--- src/rtl/wp_pkg.sv ---
package wp_pkg;
  localparam logic [7:0] OP_WRSR  = 8'h01;
  localparam logic [7:0] OP_WRITE = 8'h02;
  localparam logic [7:0] OP_WRDI  = 8'h04;
  localparam logic [7:0] OP_RDSR  = 8'h05;
  localparam logic [7:0] OP_WREN  = 8'h06;

  typedef enum logic [1:0] {CMD_IDLE, CMD_WRITE, CMD_WRSR, CMD_OTHER} cmd_e;

  // Protection decision from the BP field and the two top address bits.
  function automatic logic region_locked(input logic [1:0] bp, input logic [1:0] top2);
    case (bp)
      2'b11:   return 1'b1;
      2'b10:   return top2[1];
      2'b01:   return top2 == 2'b11;
      default: return 1'b0;
    endcase
  endfunction

  function automatic logic [7:0] pack_status(input logic wpen, input logic [1:0] bp, input logic wel);
    return {wpen, 3'b000, bp, wel, 1'b0};
  endfunction
endpackage

--- src/rtl/wp_cmd_track.sv ---
module wp_cmd_track
  import wp_pkg::*;
(
  input  logic       clk,
  input  logic       rst_n,
  input  logic       op_valid,
  input  logic [7:0] op_code,
  input  logic       cs_rise,
  output cmd_e       cmd
);
  always_ff @(posedge clk or negedge rst_n) begin
    if (!rst_n) begin
      cmd <= CMD_IDLE;
    end else if (cs_rise) begin
      cmd <= CMD_IDLE;
    end else if (op_valid) begin
      case (op_code)
        OP_WRITE: cmd <= CMD_WRITE;
        OP_WRSR:  cmd <= CMD_WRSR;
        default:  cmd <= CMD_OTHER;
      endcase
    end
  end
endmodule

--- src/rtl/wp_latch.sv ---
module wp_latch (
  input  logic clk,
  input  logic rst_n,
  input  logic set_evt,
  input  logic clr_evt,
  output logic wel
);
  always_ff @(posedge clk or negedge rst_n) begin
    if (!rst_n)       wel <= 1'b0;
    else if (clr_evt) wel <= 1'b0;
    else if (set_evt) wel <= 1'b1;
  end
endmodule

--- src/rtl/wp_status_reg.sv ---
module wp_status_reg (
  input  logic       clk,
  input  logic       rst_n,
  input  logic       load,
  input  logic [7:0] data,
  output logic [1:0] bp,
  output logic       wpen
);
  always_ff @(posedge clk or negedge rst_n) begin
    if (!rst_n) begin
      bp   <= 2'b00;
      wpen <= 1'b0;
    end else if (load) begin
      bp   <= data[3:2];
      wpen <= data[7];
    end
  end
endmodule

--- src/rtl/wp_guard.sv ---
module wp_guard
  import wp_pkg::*;
#(
  parameter int ADDR_W = 18
) (
  input  logic              clk,
  input  logic              rst_n,
  input  logic              op_valid,
  input  logic [7:0]        op_code,
  input  logic              sr_wr_valid,
  input  logic [7:0]        sr_wr_data,
  input  logic              cs_rise,
  input  logic              wp_n,
  input  logic [ADDR_W-1:0] addr,
  output logic              wr_permit,
  output logic [7:0]        status
);
  localparam int TOP = ADDR_W - 1;

  cmd_e       cmd;
  logic       wel;
  logic [1:0] bp;
  logic       wpen;

  // Named internal events.
  logic op_take;
  logic wel_set_evt;
  logic wel_clr_evt;
  logic sr_locked;
  logic sr_accept;
  logic addr_locked;

  assign op_take     = op_valid && !cs_rise;
  assign wel_set_evt = op_take && op_code == OP_WREN;
  assign wel_clr_evt = (op_take && op_code == OP_WRDI) ||
                       (cs_rise && (cmd == CMD_WRITE || cmd == CMD_WRSR));
  assign sr_locked   = wpen && !wp_n;
  assign sr_accept   = sr_wr_valid && !cs_rise && cmd == CMD_WRSR && wel && !sr_locked;
  assign addr_locked = region_locked(bp, addr[TOP -: 2]);

  wp_cmd_track u_cmd (
    .clk(clk), .rst_n(rst_n), .op_valid(op_valid), .op_code(op_code),
    .cs_rise(cs_rise), .cmd(cmd)
  );

  wp_latch u_wel (
    .clk(clk), .rst_n(rst_n), .set_evt(wel_set_evt), .clr_evt(wel_clr_evt), .wel(wel)
  );

  wp_status_reg u_sr (
    .clk(clk), .rst_n(rst_n), .load(sr_accept), .data(sr_wr_data), .bp(bp), .wpen(wpen)
  );

  assign wr_permit = wel && !addr_locked;
  assign status    = pack_status(wpen, bp, wel);
endmodule

--- config.mk ---
export PLATFORM = sky130hd
export DESIGN_NAME = wp_guard
export DESIGN_NICKNAME = d
export VERILOG_FILES = /design/src/rtl/wp_pkg.sv /design/src/rtl/wp_cmd_track.sv /design/src/rtl/wp_latch.sv /design/src/rtl/wp_status_reg.sv /design/src/rtl/wp_guard.sv
export SDC_FILE = /design/constraint.sdc
export NUM_CORES = 1
export LEC_CHECK = 0
export BUFFER_PORTS_ARGS = -buffer_cell sky130_fd_sc_hd__buf_2
export CORE_MARGIN = 2
export CORE_UTILIZATION = 25
export DETAILED_ROUTE_END_ITERATION = 6
export REMOVE_ABC_BUFFERS = 1
export SLEW_MARGIN = 20
export SYNTH_ARGS = -nofsm -noshare
export SYNTH_HDL_FRONTEND = slang
export SYNTH_SLANG_ARGS = --single-unit
export TNS_END_PERCENT = 10
--- constraint.sdc ---
create_clock -name clk -period 1.7 [get_ports clk]
set_input_delay 0.085 -clock clk [delete_from_list [all_inputs] [get_ports clk]]
set_output_delay 0.085 -clock clk [all_outputs]
set_load 0.05 [all_outputs]
==> results.sh, run 1 <==
export IMPL_status="complete, no violations"
export IMPL_final_nets=107
export IMPL_final_util=0.360
export IMPL_setup_ws_ns=0.351
export IMPL_post_cts_buffers=0
export IMPL_criticalPathCategory="reg -> reg"
export IMPL_ys_types=20
export IMPL_clk_pin_slew_ns=0.04
export IMPL_max_freq_mhz=741
export IMPL_pwr_share_seq=0.433
export IMPL_rsz0062_at_grt="false"
export IMPL_worstPathRequired_ns=1.82
export IMPL_drive_gt1_frac=0.531
export IMPL_wl_per_cell_um=9.88
export IMPL_synthArstFlopShare=1.00
export IMPL_numPortBuffers=23
export IMPL_via_count=364
export IMPL_die_h_um=44.8
export IMPL_max_cap_violations=0
export IMPL_die_w_um=44.8
export IMPL_row_count=14
export IMPL_synthCells=40
export IMPL_yosysTopAreaCell="dfrtp_1"
export IMPL_routed_wl_um=790
export IMPL_synth_seq_area_share=0.361
export IMPL_synthAdderAreaFrac=0.0301
export IMPL_clk_latency_ns=0.24
export IMPL_root_buffer="clkbuf_4"
export IMPL_ir_drop_uv=193
export IMPL_synth_top_area_share=0.361
export IMPL_hold_path_class="in -> reg"
export IMPL_gp_congestion=0.657
export IMPL_setup_violations=0
export IMPL_antenna_found_initial=0
export IMPL_diodes=0
export IMPL_synth_area_mux_share=0.0813
export IMPL_syn_area_per_cell_um2=10.4
export IMPL_synth_seq_cells=6
export IMPL_grt_pass1_vias=347
export IMPL_drc=0
export IMPL_path_max_fanout=3
export IMPL_htreeDepth=1
export IMPL_synth_simple_gate_area_frac=0.298
export IMPL_track_usage=0.0936
export IMPL_pre_cts_slack_ns=0.330
export IMPL_synth_compound_area_share=0.0843
export IMPL_netlist_area_um2=415
export IMPL_overflow=0
export IMPL_swShare=0.268
export IMPL_fin_worst_skew_ns=0.00132
export IMPL_worstSetupEndpointType="flop"
export IMPL_core_um2=1520
export IMPL_hold_viol_final=0
export IMPL_synth_xor_area_frac=0
export IMPL_grt_start_max_net_pins=7
export IMPL_p_clk_frac=0.359
export IMPL_comb_power_share=0.207
export IMPL_cts_sinks=6
export IMPL_p_switching_w=0.0000929
export IMPL_via_per_inst=4.55
export IMPL_cts_buffers_inserted=3
export IMPL_holdWs_ns=0.0674
export IMPL_yosys_most_used_dff="dfrtp_1"
export IMPL_synthTopCellsByArea="dfrtp_1 (36%), buf_4 (11%), mux2_2 (8.1%), nor4_4 (5.1%), a311oi_1 (4.2%)"
export IMPL_area_delta_synth_final_pct=32.2
export IMPL_leakage_nw=0.313
export IMPL_finalSetupTns_ns=0
export IMPL_cts_hold_buffers=1
export IMPL_power_density_nw_per_um2=632
export IMPL_antenna_left=0
export IMPL_grt_pass1_wl_um=1370
export IMPL_min_period_over_period=0.794
export IMPL_synth_edf_count=0
export IMPL_slew_violations=0
export IMPL_critPathLaunchType="flop"
export IMPL_cts_resized_gates=0
export IMPL_layout_min_cycle_time_ns=1.35
export IMPL_drt_iter0_markers=7
export IMPL_initial_core_util=0.273
export IMPL_synth_top_family_by_area="simple AND/OR/NAND/NOR gates"
export IMPL_die_area_um2=2000
export IMPL_cts_tree="yes"
export IMPL_io_pins=49
export IMPL_critPathArrivalTime_ns=1.47
export IMPL_cell_internal_pwr_w=0.000254
export IMPL_dr_pass1_iters=4
export IMPL_synth_warnings=0
export IMPL_cts_buffer_depth=2
-- power groups by stage --
stage	clock [W]	sequential (W)	combinational, W
floorplan	0	0.000155	0.0000348
global placement	0	0.000152	0.0000696
detailed placement	0	0.000153	0.0000704
CTS	0.000132	0.000151	0.0000728
global route	0.000142	0.000151	0.0000797
finish	0.000125	0.000150	0.0000719
-- state kept, by name (all words and copies together), names as in the netlist --
register / cells
u_cmd.cmd: 2
u_sr.bp: 2
u_sr.wpen: 1
u_wel.wel: 1
-- critical path: stages, from the launching register on --
cell     delay (ns)
dfrtp_1        0.37
inv_1          0.06
ha_1           0.14
nand2_1        0.08
nor3_4         0.21
mux2_2         0.36
-- worst paths after layout --
kind | start | end | slack [ns] | depth (start not counted)
min reg2reg | u_sr.wpen$_DFFE_PN0P_ | u_sr.wpen$_DFFE_PN0P_ | 0.52 | 1
max | u_cmd.cmd[0]$_DFFE_PN0P_ | u_sr.bp[0]$_DFFE_PN0P_ | 0.35 | 5
min in group asynchronous | rst_n | u_sr.bp[1]$_DFFE_PN0P_ | 0.20 | 2
max reg2reg | u_cmd.cmd[0]$_DFFE_PN0P_ | u_sr.bp[0]$_DFFE_PN0P_ | 0.35 | 5
min | cs_rise | u_cmd.cmd[0]$_DFFE_PN0P_ | 0.07 | 2
max in group asynchronous | rst_n | u_cmd.cmd[1]$_DFFE_PN0P_ | 1.36 | 2
-- cell usage after synthesis, types with 2 or more instances --
cell type	count
a311oi_1	2
nand2_1	3
nor2_1	3
inv_1	3
a21oi_1	2
dfrtp_1	6
mux2_2	3
buf_4	6
-- area by class of cell --
type | instances | area (um^2)
inverters | 3 | 11.3
fillers | 163 | 975
well taps | 16 | 20.0
flip-flops and latches | 6 | 150
clock buffers | 3 | 22.5
repair buffers | 24 | 125
multi-input cells | 28 | 220
-- cells by family (layout without fill, tap and decap cells) --
family	Yosys count	count (layout)
flip-flops	6	6
AND/OR/NAND/NOR	15	15
multiplexers	3	3
other	1	4
buffers and inverters	9	30
AO/OA/AOI/OAI	5	5
adder cells (fa/ha/maj)	1	1
-- layout by cell type (no fill, tap or decap), types with 2 or more instances in the layout --
cell type and instances:
a21oi_1 2, a311oi_1 2, buf_2 23, clkbuf_4 3
conb_1 4, dfrtp_1 6, inv_1 3, mux2_2 3
nand2_1 3, nor2_1 3
-- layer usage --
layer,track usage,vias up,wire (um)
met4,0.0545,0,0
met5,0,-,0
li1,-,182,-
met1,0.119,155,354
met2,0.142,27,316
met3,0.0240,0,120
-- metrics by stage --
| step | instance area (um^2) | cells | power (W) |
|---|---|---|---|
| 2_1_floorplan | 382 | 37 | 0.000190 |
| 3_3_place_gp | 517 | 76 | 0.000222 |
| 4_1_cts | 549 | 80 | 0.000356 |
| 6_report | 549 | 80 | 0.000347 |
| 3_5_place_dp | 517 | 76 | 0.000223 |
| 5_1_grt | 549 | 80 | 0.000373 |
No activity file was read; power rests on OpenSTA's default activity.
==> run 2, diff against run 1 <==
--- a/config.mk
+++ b/config.mk
@@ -5,6 +5,7 @@
 export SDC_FILE = /design/constraint.sdc
 export NUM_CORES = 1
 export LEC_CHECK = 0
+export ABC_AREA = 1
 export BUFFER_PORTS_ARGS = -buffer_cell sky130_fd_sc_hd__buf_2
 export CORE_MARGIN = 2
 export CORE_UTILIZATION = 25
==> constraint.sdc (replaced) <==
create_clock -name clk -period 1.4 [get_ports clk]
set_input_delay 0.07 -clock clk [delete_from_list [all_inputs] [get_ports clk]]
set_output_delay 0.07 -clock clk [all_outputs]
set_load 0.05 [all_outputs]
==> results.sh, run 2 <==
export IMPL_status="complete, no violations"
export IMPL_layout_common_cells="buf_2 (22), nand2_1 (16), inv_1 (11)"
export IMPL_gp_congestion=0.712
export IMPL_worstSetupEndpointType="output port"
export IMPL_synthTopCellsByArea="dfrtp_1 (33%), nand2_1 (13%), buf_4 (9.9%), inv_1 (9.1%), nand3_1 (5.5%)"
export IMPL_power_density_nw_per_um2=754
export IMPL_critPathLaunchType="flop"
export IMPL_track_usage=0.0899
export IMPL_max_cap_violations=0
export IMPL_die_area_um2=2180
export IMPL_synth_seq_area_share=0.330
export IMPL_synth_top_area_share=0.330
export IMPL_grt_start_max_net_pins=7
export IMPL_routed_wl_um=859
export IMPL_setup_violations=0
export IMPL_cts_tree="yes"
export IMPL_ys_types=20
export IMPL_yosys_most_used_dff="dfrtp_1"
export IMPL_swShare=0.302
export IMPL_pwr_share_seq=0.411
export IMPL_io_pins=49
export IMPL_die_w_um=46.7
export IMPL_final_nets=132
export IMPL_clk_latency_ns=0.24
export IMPL_hpwl_um=758
export IMPL_cts_sinks=6
export IMPL_via_count=438
export IMPL_grt_pass1_vias=388
export IMPL_final_util=0.349
export IMPL_reg2reg_depth=5
export IMPL_initial_core_util=0.264
export IMPL_clk_pin_slew_ns=0.04
export IMPL_criticalPathCategory="reg -> out"
export IMPL_cell_internal_pwr_w=0.000317
export IMPL_wl_per_cell_um=7.54
export IMPL_yosysMostFrequentCell="nand2_1"
export IMPL_holdWs_ns=0.0654
export IMPL_overflow=0
export IMPL_via_per_inst=3.84
export IMPL_yosys_top_cells_count="nand2_1 (16), inv_1 (11), buf_4 (6), dfrtp_1 (6)"
export IMPL_layout_commonest_cell="buf_2"
export IMPL_setup_ws_ns=0.133
export IMPL_p_switching_w=0.000137
export IMPL_p_total_w=0.000455
export IMPL_drt_iter0_markers=8
export IMPL_worstReg2RegEnd="u_wel.wel$_DFFE_PN0P_"
export IMPL_numPortBuffers=23
export IMPL_root_buffer="clkbuf_4"
export IMPL_max_freq_mhz=789
export IMPL_netlist_area_um2=455
export IMPL_fin_worst_skew_ns=0.00131
export IMPL_rsz0062_at_grt="false"
export IMPL_die_h_um=46.7
export IMPL_area_delta_synth_final_pct=32.4
export IMPL_syn_area_per_cell_um2=7.01
export IMPL_whs_path_depth=3
export IMPL_fillers=207
export IMPL_min_from="sr_wr_data[3]"
export IMPL_synthArstFlopShare=1.00
export IMPL_pre_cts_slack_ns=0.257
export IMPL_post_cts_buffers=0
export IMPL_path_max_fanout=4
export IMPL_critPathArrivalTime_ns=1.20
export IMPL_holdPathEnd="u_sr.bp[1]$_DFFE_PN0P_"
export IMPL_synthCells=65
export IMPL_row_count=15
export IMPL_diodes=0
export IMPL_worstPathRequired_ns=1.33
export IMPL_synth_seq_cells=6
export IMPL_ir_drop_uv=323
export IMPL_synth_warnings=0
export IMPL_antenna_found_initial=0
export IMPL_layout_min_cycle_time_ns=1.27
export IMPL_grt_pass1_wl_um=1370
export IMPL_cts_buffer_depth=2
export IMPL_yosysTopAreaCell="dfrtp_1"
export IMPL_p_clk_frac=0.342
export IMPL_comb_power_share=0.247
export IMPL_r2r_start="u_cmd.cmd[0]$_DFFE_PN0P_"
export IMPL_finalSetupTns_ns=0
export IMPL_cts_buffers_inserted=3
export IMPL_dr_pass1_iters=3
export IMPL_largestRegisters="u_cmd.cmd x2, u_sr.bp x2"
export IMPL_drc=0
export IMPL_min_period_over_period=0.905
export IMPL_htreeDepth=1
export IMPL_slew_violations=0
export IMPL_reg2reg_slack_ns=0.26
export IMPL_core_um2=1730
export IMPL_hold_path_class="in -> reg"
export IMPL_antenna_left=0
export IMPL_synth_edf_count=0
export IMPL_hold_viol_final=0
export IMPL_drive_gt1_frac=0.404
export IMPL_leakage_nw=0.361
[run 2: cell count changes after synthesis, sizes merged, moves of 3 or more]
cell	before	now
nand2	3	18
nor2	3	9
nand3	0	6
inv	3	12
mux2	3	0
[run 2: how the worst max path moves through the flow]
stage | cells after the start | from | to
after floorplan | 3 | u_sr.bp[0]$_DFFE_PN0P_ | wr_permit
after global placement | 5 | u_cmd.cmd[0]$_DFFE_PN0P_ | u_wel.wel$_DFFE_PN0P_
after detailed placement | 5 | u_cmd.cmd[0]$_DFFE_PN0P_ | u_wel.wel$_DFFE_PN0P_
after CTS | 4 | u_sr.bp[0]$_DFFE_PN0P_ | wr_permit
after global routing | 4 | u_sr.bp[0]$_DFFE_PN0P_ | wr_permit
final | 4 | u_sr.bp[0]$_DFFE_PN0P_ | wr_permit
[run 2: worst max-delay path: stages (launching register included)]
cell,delay [ns]
dfrtp_1,0.39
o21ai_0,0.15
nand2_1,0.06
a31oi_1,0.13
buf_4,0.22
[run 2: kinds of logic (layout without fill, tap and decap cells)]
family,Yosys count,after routing,synth area share
and+or+nand+nor,36,36,0.401
buffers and inverters,18,39,0.198
DFF,6,6,0.330
AOI/OAI and AO/OA,3,3,0.0357
adders and majority gates,1,1,0.0275
other,1,4,0.00823
[run 2: area by class of cell]
class	count	area, um^2	area share
clock buffer	3	22.5	0.0373
inverter	12	45.0	0.0747
multi-input combinational	44	226	0.376
sequential	6	150	0.249
tap	25	31.3	0.0519
timing repair buffer	24	128	0.212
[run 2: per-stage QoR]
| stage | cell area [um^2] | std cells |
|---|---|---|
| floorplan | 422 | 62 |
| global placement | 568 | 110 |
| detailed placement | 568 | 110 |
| CTS | 601 | 114 |
| global route | 603 | 114 |
| finish | 603 | 114 |
[run 2: routing by layer]
layer,routed length [um],vias to the layer above,global-route usage
met1,309,189,0.0890
met3,51,0,0.0353
met4,0,0,0.0333
met2,498,13,0.167
met5,0,-,0
li1,-,236,-
[run 2: what timing repair did]
item                                    in CTS  in global routing
endpoints found under the setup margin       0                  1
resized for setup                            0                  2
hold buffers                                 1                  0
endpoints found under the hold margin        6                  0
[run 2: power by group through the flow]
stage	registers [W]	logic (W)	clock network, W
after floorplan	0.000201	0.0000587	0
after global placement	0.000189	0.000109	0
after detailed placement	0.000189	0.000111	0
after CTS	0.000187	0.000113	0.000166
after global routing	0.000188	0.000127	0.000173
final	0.000187	0.000112	0.000156
==> run 3, diff against run 2 <==
--- a/config.mk
+++ b/config.mk
@@ -5,7 +5,6 @@
 export SDC_FILE = /design/constraint.sdc
 export NUM_CORES = 1
 export LEC_CHECK = 0
-export ABC_AREA = 1
 export BUFFER_PORTS_ARGS = -buffer_cell sky130_fd_sc_hd__buf_2
 export CORE_MARGIN = 2
 export CORE_UTILIZATION = 25
==> constraint.sdc (replaced) <==
create_clock -name clk -period 1.35 [get_ports clk]
set_input_delay 0.0675 -clock clk [delete_from_list [all_inputs] [get_ports clk]]
set_output_delay 0.0675 -clock clk [all_outputs]
set_load 0.05 [all_outputs]
==> results.sh, run 3 (same netlist as run 1, synthesis figures left out) <==
export IMPL_dr_pass1_iters=3
export IMPL_clk_pin_slew_ns=0.04
export IMPL_io_pins=49
export IMPL_grt_pass1_vias=346
export IMPL_cts_tree="yes"
export IMPL_setup_violations=3
export IMPL_grt_pass1_wl_um=1370
export IMPL_drt_iter0_markers=8
export IMPL_area_delta_synth_final_pct=41.6
export IMPL_cts_buffer_depth=2
export IMPL_gp_congestion=0.657
export IMPL_power_density_nw_per_um2=765
export IMPL_core_um2=1520
export IMPL_layout_min_cycle_time_ns=1.40
export IMPL_root_buffer="clkbuf_4"
export IMPL_comb_power_share=0.224
export IMPL_grt_start_max_net_pins=7
export IMPL_leakage_nw=0.319
export IMPL_max_cap_violations=0
export IMPL_critPathArrivalTime_ns=1.52
export IMPL_htreeDepth=1
export IMPL_clk_latency_ns=0.24
export IMPL_multi_input_area_um2=251
export IMPL_cts_sinks=6
export IMPL_criticalPathCategory="reg -> reg"
export IMPL_die_area_um2=2000
export IMPL_path_max_fanout=3
export IMPL_final_nets=108
export IMPL_drive_gt1_frac=0.585
export IMPL_die_w_um=44.8
export IMPL_pwr_share_seq=0.424
export IMPL_overflow=0
export IMPL_slew_violations=0
export IMPL_antenna_found_initial=0
export IMPL_hold_path_class="in -> reg"
export IMPL_diodes=0
export IMPL_min_period_over_period=1.04
export IMPL_worstPathRequired_ns=1.47
export IMPL_p_switching_w=0.000123
export IMPL_initial_core_util=0.273
export IMPL_max_freq_mhz=715
export IMPL_antenna_left=0
export IMPL_setup_ws_ns=-0.0481
export IMPL_worstSetupEndpointType="flop"
export IMPL_via_count=368
export IMPL_cell_internal_pwr_w=0.000326
export IMPL_routed_wl_um=876
export IMPL_hold_viol_final=0
export IMPL_violations="negative setup slack"
export IMPL_cts_buffers_inserted=3
export IMPL_numPortBuffers=23
export IMPL_fin_worst_skew_ns=0.00187
export IMPL_rsz0062_at_grt="true"
export IMPL_track_usage=0.0936
export IMPL_p_total_w=0.000450
export IMPL_drc=0
export IMPL_ir_drop_uv=244
export IMPL_status="complete, but fails checks"
export IMPL_final_util=0.386
export IMPL_die_h_um=44.8
export IMPL_seq_area_um2=150
export IMPL_p_clk_frac=0.352
export IMPL_critPathLaunchType="flop"
export IMPL_row_count=14
export IMPL_largestRegisters="u_cmd.cmd x2, u_sr.bp x2"
export IMPL_fillers=163
export IMPL_wl_per_cell_um=10.8
export IMPL_layout_commonest_cell="buf_2"
export IMPL_layout_common_cells="buf_2 (23), dfrtp_1 (6), conb_1 (4)"
export IMPL_finalSetupTns_ns=-0.143
export IMPL_swShare=0.274
export IMPL_via_per_inst=4.54
-- run 3: path summary, 6_finish.rpt --
path	from	endpoint	cells past startpoint	slack, ns
setup / recovery	u_cmd.cmd[0]$_DFFE_PN0P_	u_sr.wpen$_DFFE_PN0P_	5	-0.05
hold / removal	cs_rise	u_cmd.cmd[0]$_DFFE_PN0P_	2	0.05
setup reg to reg	u_cmd.cmd[0]$_DFFE_PN0P_	u_sr.wpen$_DFFE_PN0P_	5	-0.05
hold reg to reg	u_sr.wpen$_DFFE_PN0P_	u_sr.wpen$_DFFE_PN0P_	1	0.52
max in group asynchronous	rst_n	u_cmd.cmd[1]$_DFFE_PN0P_	2	1.03
min in group asynchronous	rst_n	u_sr.bp[1]$_DFFE_PN0P_	2	0.18
-- run 3: through the flow --
| step | std cells | cell area [um^2] | setup WS, ns | hold WS [ns] |
|---|---|---|---|---|
| after detailed placement | 76 | 517 | -0.0195 | -0.0981 |
| after global placement | 76 | 517 | 0.0197 | -0.103 |
| after global routing | 81 | 588 | -0.110 | 0.0489 |
| after floorplan | 37 | 382 | -0.292 | -0.228 |
| after CTS | 80 | 549 | -0.0247 | 0.0403 |
| final | 81 | 588 | -0.0481 | 0.0547 |
-- run 3: final cells by class --
cell class,count,share of cell area
clock buffer,3,0.0383
inverter,3,0.0191
multi-input combinational,28,0.428
sequential,6,0.255
tap,16,0.0340
timing repair buffer,25,0.226
-- run 3: critical path: stages, from the launching register on --
cell and delay, ns:
dfrtp_1 0.37, inv_1 0.11, ha_4 0.14, nand2_2 0.06
nor3_4 0.27, mux2_4 0.33
-- run 3: per-layer routing --
| layer | vias to the layer above | GRT usage | wire [um] |
|---|---|---|---|
| met5 | - | 0 | 0 |
| met4 | 0 | 0.0545 | 0 |
| met3 | 0 | 0.0240 | 118 |
| met2 | 27 | 0.142 | 359 |
| met1 | 156 | 0.119 | 398 |
| li1 | 185 | - | - |
-- run 3: power groups by stage --
stage | combinational [W] | clock [W] | sequential (W)
6_report | 0.000101 | 0.000158 | 0.000191
5_1_grt | 0.000111 | 0.000179 | 0.000191
4_1_cts | 0.0000917 | 0.000167 | 0.000190
3_5_place_dp | 0.0000886 | 0 | 0.000192
3_3_place_gp | 0.0000876 | 0 | 0.000192
2_1_floorplan | 0.0000438 | 0 | 0.000196
-- run 3: timing repair --
item                       CTS  global route
hold buffers                 1             0
gates resized for setup      0             7
setup endpoints to repair    3             4
pin swaps                    0             2
buffers inserted             0             1
hold endpoints to repair     6             0
